===== src/rtl/sck_timing_pkg.sv =====
package sck_timing_pkg;
  localparam int PRE_W = 2;
  localparam int SCL_W = 4;
  localparam int FAC_W = 17;
  localparam int CNT_W = 20;

  typedef enum logic [1:0] {ST_IDLE, ST_LEAD, ST_SCK, ST_DONE} seq_state_t;

  function automatic logic [2:0] pre_factor(input logic [PRE_W-1:0] code);
    case (code)
      2'd0:    pre_factor = 3'd2;
      2'd1:    pre_factor = 3'd3;
      2'd2:    pre_factor = 3'd5;
      default: pre_factor = 3'd7;
    endcase
  endfunction

  function automatic logic [FAC_W-1:0] scl_factor(input logic [SCL_W-1:0] code);
    case (code)
      4'd0:    scl_factor = FAC_W'(2);
      4'd1:    scl_factor = FAC_W'(4);
      4'd2:    scl_factor = FAC_W'(6);
      4'd3:    scl_factor = FAC_W'(8);
      default: scl_factor = FAC_W'(1) << ({1'b0, code} + 5'd1);
    endcase
  endfunction
endpackage


===== src/rtl/sck_code_decode.sv =====
module sck_code_decode
  import sck_timing_pkg::*;
(
  input  logic [PRE_W-1:0] pre_code,
  input  logic [SCL_W-1:0] scl_code,
  output logic [CNT_W-1:0] clocks
);
  logic [2:0]       pre_f;
  logic [FAC_W-1:0] scl_f;

  always_comb begin
    pre_f  = pre_factor(pre_code);
    scl_f  = scl_factor(scl_code);
    clocks = CNT_W'(pre_f) * CNT_W'(scl_f);
  end
endmodule


===== src/rtl/sck_phase_calc.sv =====
module sck_phase_calc
  import sck_timing_pkg::*;
(
  input  logic [CNT_W-1:0] full_div,
  input  logic             dbl,
  output logic [CNT_W-1:0] high_len,
  output logic [CNT_W-1:0] low_len
);
  logic [CNT_W-1:0] period;

  always_comb begin
    period   = dbl ? (full_div >> 1) : full_div;
    high_len = (period + CNT_W'(1)) >> 1;
    low_len  = period >> 1;
  end
endmodule


===== src/rtl/sck_edge_seq.sv =====
module sck_edge_seq
  import sck_timing_pkg::*;
#(
  parameter int FRAME_BITS = 8
) (
  input  logic             clk,
  input  logic             rst_n,
  input  logic             start,
  input  logic [CNT_W-1:0] lead_len,
  input  logic [CNT_W-1:0] high_len,
  input  logic [CNT_W-1:0] low_len,
  output logic             cs_en,
  output logic             busy,
  output logic             sck_lead,
  output logic             sck_trail
);
  localparam int EDGES  = 2 * FRAME_BITS;
  localparam int EDGE_W = $clog2(EDGES + 1);

  seq_state_t        state;
  logic [CNT_W-1:0]  cnt;
  logic [EDGE_W-1:0] ecnt;

  assign busy = (state != ST_IDLE);

  always_ff @(posedge clk) begin
    if (!rst_n) begin
      state     <= ST_IDLE;
      cnt       <= '0;
      ecnt      <= '0;
      cs_en     <= 1'b0;
      sck_lead  <= 1'b0;
      sck_trail <= 1'b0;
    end else begin
      sck_lead  <= 1'b0;
      sck_trail <= 1'b0;
      case (state)
        ST_IDLE: begin
          if (start) begin
            state <= ST_LEAD;
            cs_en <= 1'b1;
            cnt   <= lead_len - CNT_W'(1);
            ecnt  <= '0;
          end
        end
        ST_LEAD: begin
          if (cnt == '0) begin
            sck_lead <= 1'b1;
            ecnt     <= EDGE_W'(1);
            cnt      <= high_len - CNT_W'(1);
            state    <= ST_SCK;
          end else begin
            cnt <= cnt - CNT_W'(1);
          end
        end
        ST_SCK: begin
          if (cnt == '0) begin
            if (ecnt[0]) begin
              sck_trail <= 1'b1;
              cnt       <= low_len - CNT_W'(1);
            end else begin
              sck_lead <= 1'b1;
              cnt      <= high_len - CNT_W'(1);
            end
            ecnt <= ecnt + EDGE_W'(1);
            if (ecnt == EDGE_W'(EDGES - 1)) state <= ST_DONE;
          end else begin
            cnt <= cnt - CNT_W'(1);
          end
        end
        default: begin
          cs_en <= 1'b0;
          state <= ST_IDLE;
        end
      endcase
    end
  end

  AST_STROBE_EXCL: assert property (@(posedge clk) disable iff (!rst_n)
    !(sck_lead && sck_trail));
  AST_STROBE_IN_CS: assert property (@(posedge clk) disable iff (!rst_n)
    (sck_lead || sck_trail) |-> cs_en);
  AST_CS_ON_START: assert property (@(posedge clk) disable iff (!rst_n)
    (start && !busy) |=> (cs_en && busy));
  AST_NO_EARLY_EDGE: assert property (@(posedge clk) disable iff (!rst_n)
    $rose(cs_en) |-> !(sck_lead || sck_trail));
  AST_END_AFTER_LAST: assert property (@(posedge clk) disable iff (!rst_n)
    (state == ST_DONE) |=> (!cs_en && !busy));
endmodule


===== src/rtl/sck_lead_timer.sv =====
module sck_lead_timer
  import sck_timing_pkg::*;
#(
  parameter int FRAME_BITS = 8
) (
  input  logic       clk,
  input  logic       rst_n,
  input  logic       start,
  input  logic [1:0] baud_pre,
  input  logic [3:0] baud_scl,
  input  logic       dbl_rate,
  input  logic [1:0] lead_pre,
  input  logic [3:0] lead_scl,
  output logic       cs_en,
  output logic       busy,
  output logic       sck_lead,
  output logic       sck_trail
);
  logic [PRE_W-1:0] bpre_q;
  logic [SCL_W-1:0] bscl_q;
  logic             dbl_q;
  logic [CNT_W-1:0] lead_len, baud_full, high_len, low_len;

  always_ff @(posedge clk) begin
    if (!rst_n) begin
      bpre_q <= '0;
      bscl_q <= '0;
      dbl_q  <= 1'b0;
    end else if (start && !busy) begin
      bpre_q <= baud_pre;
      bscl_q <= baud_scl;
      dbl_q  <= dbl_rate;
    end
  end

  sck_code_decode u_lead_dec (
    .pre_code (lead_pre),
    .scl_code (lead_scl),
    .clocks   (lead_len)
  );

  sck_code_decode u_baud_dec (
    .pre_code (bpre_q),
    .scl_code (bscl_q),
    .clocks   (baud_full)
  );

  sck_phase_calc u_phase (
    .full_div (baud_full),
    .dbl      (dbl_q),
    .high_len (high_len),
    .low_len  (low_len)
  );

  sck_edge_seq #(.FRAME_BITS(FRAME_BITS)) u_seq (
    .clk       (clk),
    .rst_n     (rst_n),
    .start     (start),
    .lead_len  (lead_len),
    .high_len  (high_len),
    .low_len   (low_len),
    .cs_en     (cs_en),
    .busy      (busy),
    .sck_lead  (sck_lead),
    .sck_trail (sck_trail)
  );

  AST_CODES_FROZEN: assert property (@(posedge clk) disable iff (!rst_n)
    (busy && $past(busy)) |-> ($stable(bpre_q) && $stable(bscl_q) && $stable(dbl_q)));
endmodule


===== config.mk =====
export PLATFORM = sky130hd
export DESIGN_NAME = sck_lead_timer
export DESIGN_NICKNAME = d
export VERILOG_FILES = /design/src/rtl/sck_timing_pkg.sv /design/src/rtl/sck_code_decode.sv /design/src/rtl/sck_phase_calc.sv /design/src/rtl/sck_edge_seq.sv /design/src/rtl/sck_lead_timer.sv
export SDC_FILE = /design/constraint.sdc
export NUM_CORES = 1
export LEC_CHECK = 0
export ABC_CLOCK_PERIOD_IN_PS = 7330
export BUFFER_PORTS_ARGS = -buffer_cell sky130_fd_sc_hd__buf_2
export CAP_MARGIN = 10
export CORE_MARGIN = 8
export CORE_UTILIZATION = 50
export DETAILED_ROUTE_END_ITERATION = 6
export GPL_TIMING_DRIVEN = 0
export PLACE_DENSITY = 0.73
export SYNTH_ARGS = -nofsm -noshare
export SYNTH_HDL_FRONTEND = slang
export SYNTH_SLANG_ARGS = --single-unit
export TNS_END_PERCENT = 5

===== constraint.sdc =====
create_clock -name clk -period 7.33 [get_ports clk]
set_input_delay 2.199 -clock clk [delete_from_list [all_inputs] [get_ports clk]]
set_output_delay 2.199 -clock clk [all_outputs]
set_load 0.05 [all_outputs]

Word-level counts from Yosys, hierarchy flattened:

Cells that the tools add are included.

* register bits: 37
* input port bits: 16
* word-level logic and storage cells: 81

* add/sub/neg operators: 8
* multipliers: 2
* equal/unequal tests: 17
* shift-type cells: 2
* mux-type cells: 26
* bitwise gates (word level): 1
* reduce and logical (&&, ||, !) cells: 16

Operators with widths (count)
* case mux 17 bit (4 select lines): 2
* two-way mux 20 bit: 5
* case mux 20 bit (3 select lines): 1
* multiplier 3 x 17 -> 20 bit: 2
* subtractor 19 x 1 -> 20 bit (second input constant): 2
* subtractor 20 x 1 -> 20 bit (second input constant): 2
* << shifter 1 x 5 -> 17 bit (first input constant): 2
* adder 20 x 1 -> 20 bit (second input constant): 1
* zero test 20 bit: 1
* case mux 3 bit (3 select lines): 2
* equality test 4 x 2 -> 1 bit (second input constant): 4
* two-way mux 5 bit: 3
* case mux 5 bit (3 select lines): 1
* adder 4 x 1 -> 5 bit (second input constant): 2
* equality test 4 x 1 -> 1 bit (second input constant): 2
* zero test 4 bit: 2
* two-way mux 2 bit: 4
* AND reduction 4 bit: 2
* equality test 2 x 1 -> 1 bit (second input constant): 3
* equality test 2 bit (second input constant): 3
* zero test 2 bit: 3
* inequality test 2 x 1 -> 1 bit (second input constant): 3
* case mux 2 bit (3 select lines): 1
* adder 5 x 1 -> 5 bit (second input constant): 1
* 12 further kinds: 18

Depth between registers and ports, before layout:

Gate-level depths: netlist of run 1.

* depth after elaboration: 10
* mapped depth: 25
* mapped depth without buffers: 24

By module:

A second synthesis of run 1 with hierarchy kept.

* cells, all modules: 1034
* area total of the unflattened synthesis: 7438.4 um2

Modules (own cells, without submodules)
* sck_edge_seq: instances 1, cells an instance 414, area an instance 3085.5 um2, sequential area each 600.6 um2
* sck_code_decode (u_baud_dec): instances 1, cells an instance 246, area an instance 1731.7 um2, sequential area each 0.0 um2
* sck_code_decode (u_lead_dec): instances 1, cells an instance 244, area an instance 1629.1 um2, sequential area each 0.0 um2
* sck_phase_calc: instances 1, cells an instance 99, area an instance 700.7 um2, sequential area each 0.0 um2
* sck_lead_timer: instances 1, cells an instance 31, area an instance 291.5 um2, sequential area each 140.1 um2

Worst setup path after synthesis of run 1:

Ideal clock, no wire load.

* path kind: in2reg
* from: in lead_scl[1]
* to: reg u_seq.cnt[19]
* library setup time: 0.123 ns
* arrival: 5.819 ns
* data required time: 7.207 ns
* setup slack: 1.388 ns
* stages: 20
* cell sequence: clkbuf_1 and2_1 clkbuf_1 nand2_1 ha_1 inv_1 fa_1 ha_1 a21o_1 a21oi_1 o21bai_1 a21o_1 a31oi_1 o21ai_0 a311oi_1 o21bai_1 xnor2_1 nor2_1 nor4_1 nor3_1

* word-level cells in the longest chain between the ends: 7
* elaborated cells between the ends (all ways): 11

RTL lines
* from (decl): line sck_lead_timer.sv:13 `input logic [3:0] lead_scl,`
* adder 4 x 1 -> 5 bit: line sck_timing_pkg.sv:24 `default: scl_factor = FAC_W'(1) << ({1'b0, code} + 5'd1);`
* << shifter 1 x 5 -> 17 bit: line sck_timing_pkg.sv:24
* case mux 17 bit (4 select lines) (*): line sck_timing_pkg.sv:19 `case (code)`
* multiplier 3 x 17 -> 20 bit (*): line sck_code_decode.sv:14 `clocks = CNT_W'(pre_f) * CNT_W'(scl_f);`
* subtractor 20 x 1 -> 20 bit (*): line sck_edge_seq.sv:42 `cnt <= lead_len - CNT_W'(1);`
* two-way mux 20 bit (*): line sck_edge_seq.sv:39 `if (start) begin`
* case mux 20 bit (3 select lines) (*): line sck_edge_seq.sv:37 `case (state)`
* to (signal assigned): line sck_edge_seq.sv:42
* to (signal assigned): line sck_edge_seq.sv:50 `cnt <= high_len - CNT_W'(1);`
* to (signal assigned): line sck_edge_seq.sv:53 `cnt <= cnt - CNT_W'(1);`
* to (decl): line sck_edge_seq.sv:21 `logic [CNT_W-1:0] cnt;`

Every way passes the cells marked *; elsewhere a longest branch is shown, timed or not. The select of a mux whose other input is x is not followed.
A chain may end at the register's enable or synchronous reset.

Worst setup path in the final report of run 1:

* from: in lead_scl[1]
* to: reg u_seq.cnt[18]

Same word-level chain as after synthesis.

==> run metrics, run 1 <==
Worst Setup Start Kind input pin; via count 7973; # clock sinks 37; Die Area 19900 µm²; synthesis-to-layout area growth 6.59%; Total Routing Usage GR 20.8%; status completed; Post-Syn Instances 1097; Initial Utilization 51.3%; highest-delay cell along the critical path fa_1; Worst VDD drop 0.000240 V; fraction of layout cells with a size suffix above 1 6.02%; drc violations 0; H-tree levels 2; crit-path max FO 9; Async S/R FF share, synth 0%; floorplan core area 15300 µm²; Final Hold Slack 489 ps; wire length per cell 15.4 µm; Synth Area per Inst 7.13 µm²; switching fraction of total power 54.0%; Cell Area, Synth 7820 µm²; Hold Path Class reg -> reg; synth warn 0; Reg2Reg Depth 19; sequential fraction of the synthesis area 9.47%; placer congestion estimate 0.964; gr ovfl total 0; Worst Path Arrival 6650 ps; largest net degree at the start of global routing 12; PortBufs 15; Ports 20; PwrDens 242 nW/µm²; first-pass GRT wire length 34900 µm; Pint 927 µW; dominant synthesized flop cell dfxtp_1; share of the clock period used by the worst path 88.4%; synthesized flop and latch total 37; CP Capture Type flop; post-route setup TNS 0 ps; Reg clk slew, reported paths 60 ps; Yosys cell types 90; initial antenna violation count 0; Setup Viol. Count Final 0; Slowest Stage Delay on Critical Path 490 ps; Min Clock Period, post-route 6480 ps; post-cts resize count 0; # hold bufs at CTS 0; Rows 45; placed instance area 8200 µm²; Total Power 2.02 mW; Placement Setup Slack 667 ps; final net count 1244; MaxCap Viol Count 0; diode count 0; Root Buffer clkbuf_16; Fin Clk Skew 7.08 ps; crit path cell chain clkbuf_1 -> and2_1 -> clkbuf_1 -> nand2_1 -> nor3_1 -> fa_1 -> ha_1 -> a21oi_1 -> o21ai_0 -> nand2b_1 -> a311oi_1 -> o31ai_1 -> a21o_1 -> a21oi_1 -> xnor2_1 -> o21ai_0 -> a211oi_1 -> a31oi_1; worst skew pair latency 290 ps; final worst slack 848 ps; combinational power share 72.5%; Req. time, crit path 7500 ps; total wire length 20700 µm; final instance area 8340 µm²; Net Switching 1.09 mW; fin util 54.7%; Slew Viols, Final 0; Post-synth EDFFs 0; Slew headroom 30.1%; Non-Filler Instances 1341; crit path kind in -> reg; FMAX 154 MHz; Setup Buffers After CTS 0; vias in the first global route 7357; Leak 3.59 nW; RSZ-0062 raised after global routing false; CTS buffer count 5; count of routing violations after the opening detailed-route iteration 743; Min-Delay Path Depth 2; Die Width 141 µm; Die H 141 µm; sequential group share of total power 16.8%; Inst Count DP 1333; Clk pwr share 10.6%; drt pass-1 iters 7; Max clock buf depth 2; Slew @ Worst Pin 1040 ps; TritonCTS clock tree built; vias per cell 5.95; Final ANT Viol Nets 0; Final Hold Viols 0; Detailed Place HPWL 17000 µm
## cell type report
| class | count | area, µm² |
|---|---|---|
| fillers | 1546 | 6920 |
| plain buffers | 57 | 233 |
| well taps | 211 | 264 |
| clock inverters | 2 | 10.0 |
| inverters | 93 | 349 |
| clock buffers | 6 | 129 |
| flip-flops and latches | 37 | 741 |
| multi-input cells | 920 | 6540 |
| repair buffers | 15 | 75.1 |
## synth_stat cells, types with 11 or more instances
master | n | share of area (%)
o21ai_0 | 62 | 4.0
nand3_1 | 36 | 2.3
o211ai_1 | 13 | 1.2
a21oi_1 | 61 | 3.9
or3_1 | 13 | 1.0
and3_1 | 11 | 0.88
nor3_1 | 30 | 1.9
mux2i_1 | 12 | 1.5
a21o_1 | 19 | 1.8
a211oi_1 | 15 | 1.4
nand2b_1 | 20 | 1.6
inv_1 | 92 | 4.4
xor2_1 | 37 | 4.1
a31oi_1 | 14 | 1.1
nor2_1 | 107 | 5.1
clkbuf_1 | 48 | 2.3
dfxtp_1 | 37 | 9.5
nor2b_1 | 19 | 1.5
fa_1 | 32 | 8.2
nand2_1 | 124 | 5.9
xnor2_1 | 42 | 4.7
ha_1 | 67 | 11
## per-layer routing
| metal | wire length [µm] | up-vias | global-route usage, % |
|---|---|---|---|
| li1 | - | 3915 | - |
| met1 | 9890 | 3761 | 29.6 |
| met2 | 8740 | 280 | 32.5 |
| met3 | 1920 | 17 | 4.05 |
| met4 | 161 | 0 | 2.71 |
| met5 | 0 | - | 0 |
## path summary, 6_finish.rpt
kind / start / to / slack [ps]
min: u_seq.ecnt[4] / u_seq.ecnt[4] / 490
min reg2reg: u_seq.ecnt[4] / u_seq.ecnt[4] / 490
max reg2reg: dbl_q / u_seq.cnt[12] / 1060
max: lead_scl[1] / u_seq.cnt[18] / 850
## sequential cells by signal (all words and copies together) (netlist names)
name	count
u_seq.sck_lead	1
dbl_q	1
u_seq.cs_en	1
u_seq.sck_trail	1
u_seq.state	2
bpre_q	2
u_seq.ecnt	5
bscl_q	4
u_seq.cnt	20
## layout by cell type (no fill, tap or decap), types with 11 or more instances in the layout
| master | Yosys | routed |
|---|---|---|
| dfxtp_1 | 37 | 37 |
| a31oi_1 | 14 | 14 |
| nand2_1 | 124 | 124 |
| a211oi_1 | 15 | 15 |
| o211ai_1 | 13 | 13 |
| mux2i_1 | 12 | 12 |
| a21o_1 | 19 | 19 |
| clkbuf_1 | 48 | 49 |
| nor3_1 | 30 | 30 |
| o21ai_0 | 62 | 62 |
| buf_2 | 6 | 21 |
| nand2b_1 | 20 | 20 |
| xnor2_1 | 42 | 42 |
| a21oi_1 | 61 | 61 |
| xor2_1 | 37 | 37 |
| nor2b_1 | 19 | 19 |
| conb_1 | 2 | 12 |
| and3_1 | 11 | 11 |
| fa_1 | 32 | 32 |
| inv_1 | 92 | 92 |
| nand3_1 | 36 | 36 |
| nor2_1 | 107 | 107 |
| or3_1 | 13 | 13 |
| ha_1 | 67 | 67 |
## worst max-delay path, delay by kind of cell
kind / cells / cell delay (ps)
fa+ha+maj: 2 / 830
simple gates: 4 / 1010
buf+inv: 2 / 630
xor+xnor: 1 / 130
compound gates: 9 / 1840
## power groups by stage
stage	clock (mW)	sequential (mW)	combinational [mW]
4_1_cts	0.215	0.337	1.43
3_3_place_gp	0	0.338	1.40
3_5_place_dp	0	0.340	1.42
2_1_floorplan	0	0.331	1.08
6_report	0.215	0.340	1.46
5_1_grt	0.222	0.348	1.61
## cell families after synthesis
family | synth area share [%]
other | 0.0960
muxes | 1.97
DFF | 9.47
buffers and inverters | 7.44
xor gates and xnor gates | 10.3
adders and majority gates | 18.9
and+or+nand+nor | 27.7
AOI/OAI and AO/OA | 24.2
(Power assumes the default switching activity.)
==> run 2: changes to the inputs <==
--- a/config.mk
+++ b/config.mk
@@ -5,6 +5,7 @@
 export SDC_FILE = /design/constraint.sdc
 export NUM_CORES = 1
 export LEC_CHECK = 0
+export ABC_AREA = 1
 export ABC_CLOCK_PERIOD_IN_PS = 7330
 export BUFFER_PORTS_ARGS = -buffer_cell sky130_fd_sc_hd__buf_2
 export CAP_MARGIN = 10
==> run 2 against run 1 <==
Effect of this change:
- setup slack better by 460 ps
- clock skew is 0.72 ps lower
- critical path depth is 6 higher
- die area is 1.7% lower
- total power is 19% higher
- sequential power is 5% higher
- count of clock-buffer cells in the layout is 1 lower
==> run metrics, run 2 <==
diode count 0; worst skew pair latency 290 ps; FMAX 166 MHz; via count 8425; final net count 1453; Die Width 140 µm; Hold Path Class reg -> reg; MaxCap Viol Count 0; sequential fraction of the synthesis area 9.65%; synth warn 0; Slew headroom 53.9%; placer congestion estimate 0.914; Setup Viol. Count Final 0; fraction of layout cells with a size suffix above 1 5.53%; Slew Viols, Final 0; vias in the first global route 7674; Max clock buf depth 2; crit path from lead_scl[3]; Rows 45; share of the synthesized area in the top cell type 14.8%; Slew @ Worst Pin 687 ps; CTS buffer count 5; count of routing violations after the opening detailed-route iteration 761; Synth Area per Inst 5.88 µm²; Initial Utilization 50.8%; worst r2r src bpre_q[1]; vias per cell 5.52; status completed; Biggest register u_seq.cnt; highest-delay cell along the critical path fa_1; PortBufs 16; fin util 54.2%; first-pass GRT wire length 36200 µm; Root Buffer clkbuf_16; max FFs per register 20; Ports 20; RSZ-0062 raised after global routing false; Synth area leaders nand2_1, ha_1, inv_1, dfxtp_1, nand3_1; synthesis-to-layout area growth 6.69%; total wire length 21200 µm; Setup Buffers After CTS 0; post-cts resize count 0; final instance area 8190 µm²; H-tree levels 2; floorplan core area 15100 µm²; share of the clock period used by the worst path 82.2%; Top Registers u_seq.cnt x20, u_seq.ecnt x5, bscl_q x4; Final Hold Viols 0; dominant cell by count in the synthesized netlist nand2_1; Leak 4.04 nW; Detailed Place HPWL 17900 µm; PwrDens 292 nW/µm²; drt pass-1 iters 5; Fin Clk Skew 6.35 ps; placed instance area 8030 µm²; Cell Area, Synth 7670 µm²; Total Routing Usage GR 21.8%; Req. time, crit path 7510 ps; Slowest Stage Delay on Critical Path 470 ps; Reg clk slew, reported paths 60 ps; crit path cell chain clkbuf_1 -> clkinv_1 -> nor2_1 -> inv_1 -> nor2_1 -> nand2_1 -> ha_1 -> inv_1 -> fa_1 -> ha_1 -> nand2_1 -> nor2_1 -> o21ai_0 -> o211ai_1 -> a31o_2 -> nand2_1 -> nand2_1 -> a21oi_1 -> o21ai_0 -> nand2_1 -> nand2_1 -> nand2_1 -> a31oi_1 -> a21oi_1; Synth area leader nand2_1; Worst VDD drop 0.000153 V; cell mode on critical path nand2_1; Post-Syn Instances 1305; Yosys cell types 50; Hold Crit Endpoint u_seq.ecnt[4]; Non-Filler Instances 1526; Min Clock Period, post-route 6020 ps; Total Power 2.39 mW; Min-Delay Path Depth 2; # clock sinks 37; dominant synthesized flop cell dfxtp_1; Async S/R FF share, synth 0%; crit path kind in -> reg; most frequent cells in the layout nand2_1, inv_1, nand3_1, nor2_1, a21oi_1; Inst Count DP 1519; # hold bufs at CTS 0; post-route setup TNS 0 ps; Die Area 19600 µm²; TritonCTS clock tree built; CP Capture Type flop; most common cell after layout, fill and taps aside nand2_1; initial antenna violation count 0; gr ovfl total 0; largest net degree at the start of global routing 12; Reg2Reg Depth 28; synthesized flop and latch total 37; Synth top cells by count nand2_1, inv_1, nand3_1; Worst Path Arrival 6200 ps; wire length per cell 13.9 µm; drc violations 0; Hold Crit Start u_seq.ecnt[4]; Worst Setup Start Kind input pin; crit-path max FO 10; R2R setup slack 2250 ps; Final ANT Viol Nets 0; Post-synth EDFFs 0; Reg-to-Reg End u_seq.cnt[19]; Die H 140 µm
[run 2: cell types whose count changed after synthesis, moves of 17 or more]
cell,before,now
nand3_1,36,141
xnor2_1,42,9
nand2b_1,20,0
clkbuf_1,48,20
nand2_1,124,302
nor2b_1,19,0
a21oi_1,61,79
a21o_1,19,2
inv_1,92,208
nor2_1,107,136
nand2_2,0,18
[run 2: cell families after synthesis]
kind of cell / count (synthesis) / synth area share (%)
buf+inv: 239 / 11.8
fa+ha+maj: 99 / 19.3
flops: 37 / 9.65
xor+xnor: 42 / 4.89
simple gates: 684 / 39.5
compound gates: 202 / 14.8
other cells: 2 / 0.0979
[run 2: through the flow]
stage	hold WS, ps	worst slack (ps)
4_1_cts	467	1320
2_1_floorplan	433	1580
5_1_grt	519	913
3_3_place_gp	443	1040
6_report	464	1310
3_5_place_dp	458	1030
[run 2: layout make-up]
class	instances	area (µm²)
clock buffer	5	125
buffer	27	110
fill	1615	6900
inverter	212	796
tap	188	235
clock inverter	2	35.0
sequential	37	741
multi-input combinational	1039	6060
timing repair buffer	16	80.1
[run 2: worst max-delay path by stage]
stage / slack (ps) / endpoint
5_1_grt: 910 / u_seq.cnt[16]
3_5_place_dp: 1030 / u_seq.cnt[16]
3_3_place_gp: 1040 / u_seq.cnt[17]
6_report: 1310 / u_seq.cnt[17]
2_1_floorplan: 1580 / u_seq.cnt[17]
4_1_cts: 1320 / u_seq.cnt[16]
[run 2: metal layers]
layer / part of all wire [%] / vias to the layer above / wire [µm] / track usage (%)
met5: 0 / - / 0 / 0
met1: 50 / 3840 / 10500 / 31.7
met4: 1.6 / 0 / 348 / 5.26
li1: - / 4316 / - / -
met3: 7.7 / 18 / 1630 / 3.66
met2: 41 / 251 / 8670 / 32.7
[run 2: where the power goes]
group | total [mW] | internal, mW | switching [mW]
clock | 0.245 | 0.158 | 0.0865
sequential | 0.356 | 0.278 | 0.0781
combinational | 1.79 | 0.569 | 1.22
total | 2.39 | 1.00 | 1.39
[run 2: critical path, delay by kind of cell]
family / cells / cell delay (ps)
AOI/OAI and AO/OA: 7 / 970
adders and majority gates: 3 / 1110
buffers and inverters: 4 / 840
and+or+nand+nor: 10 / 1080
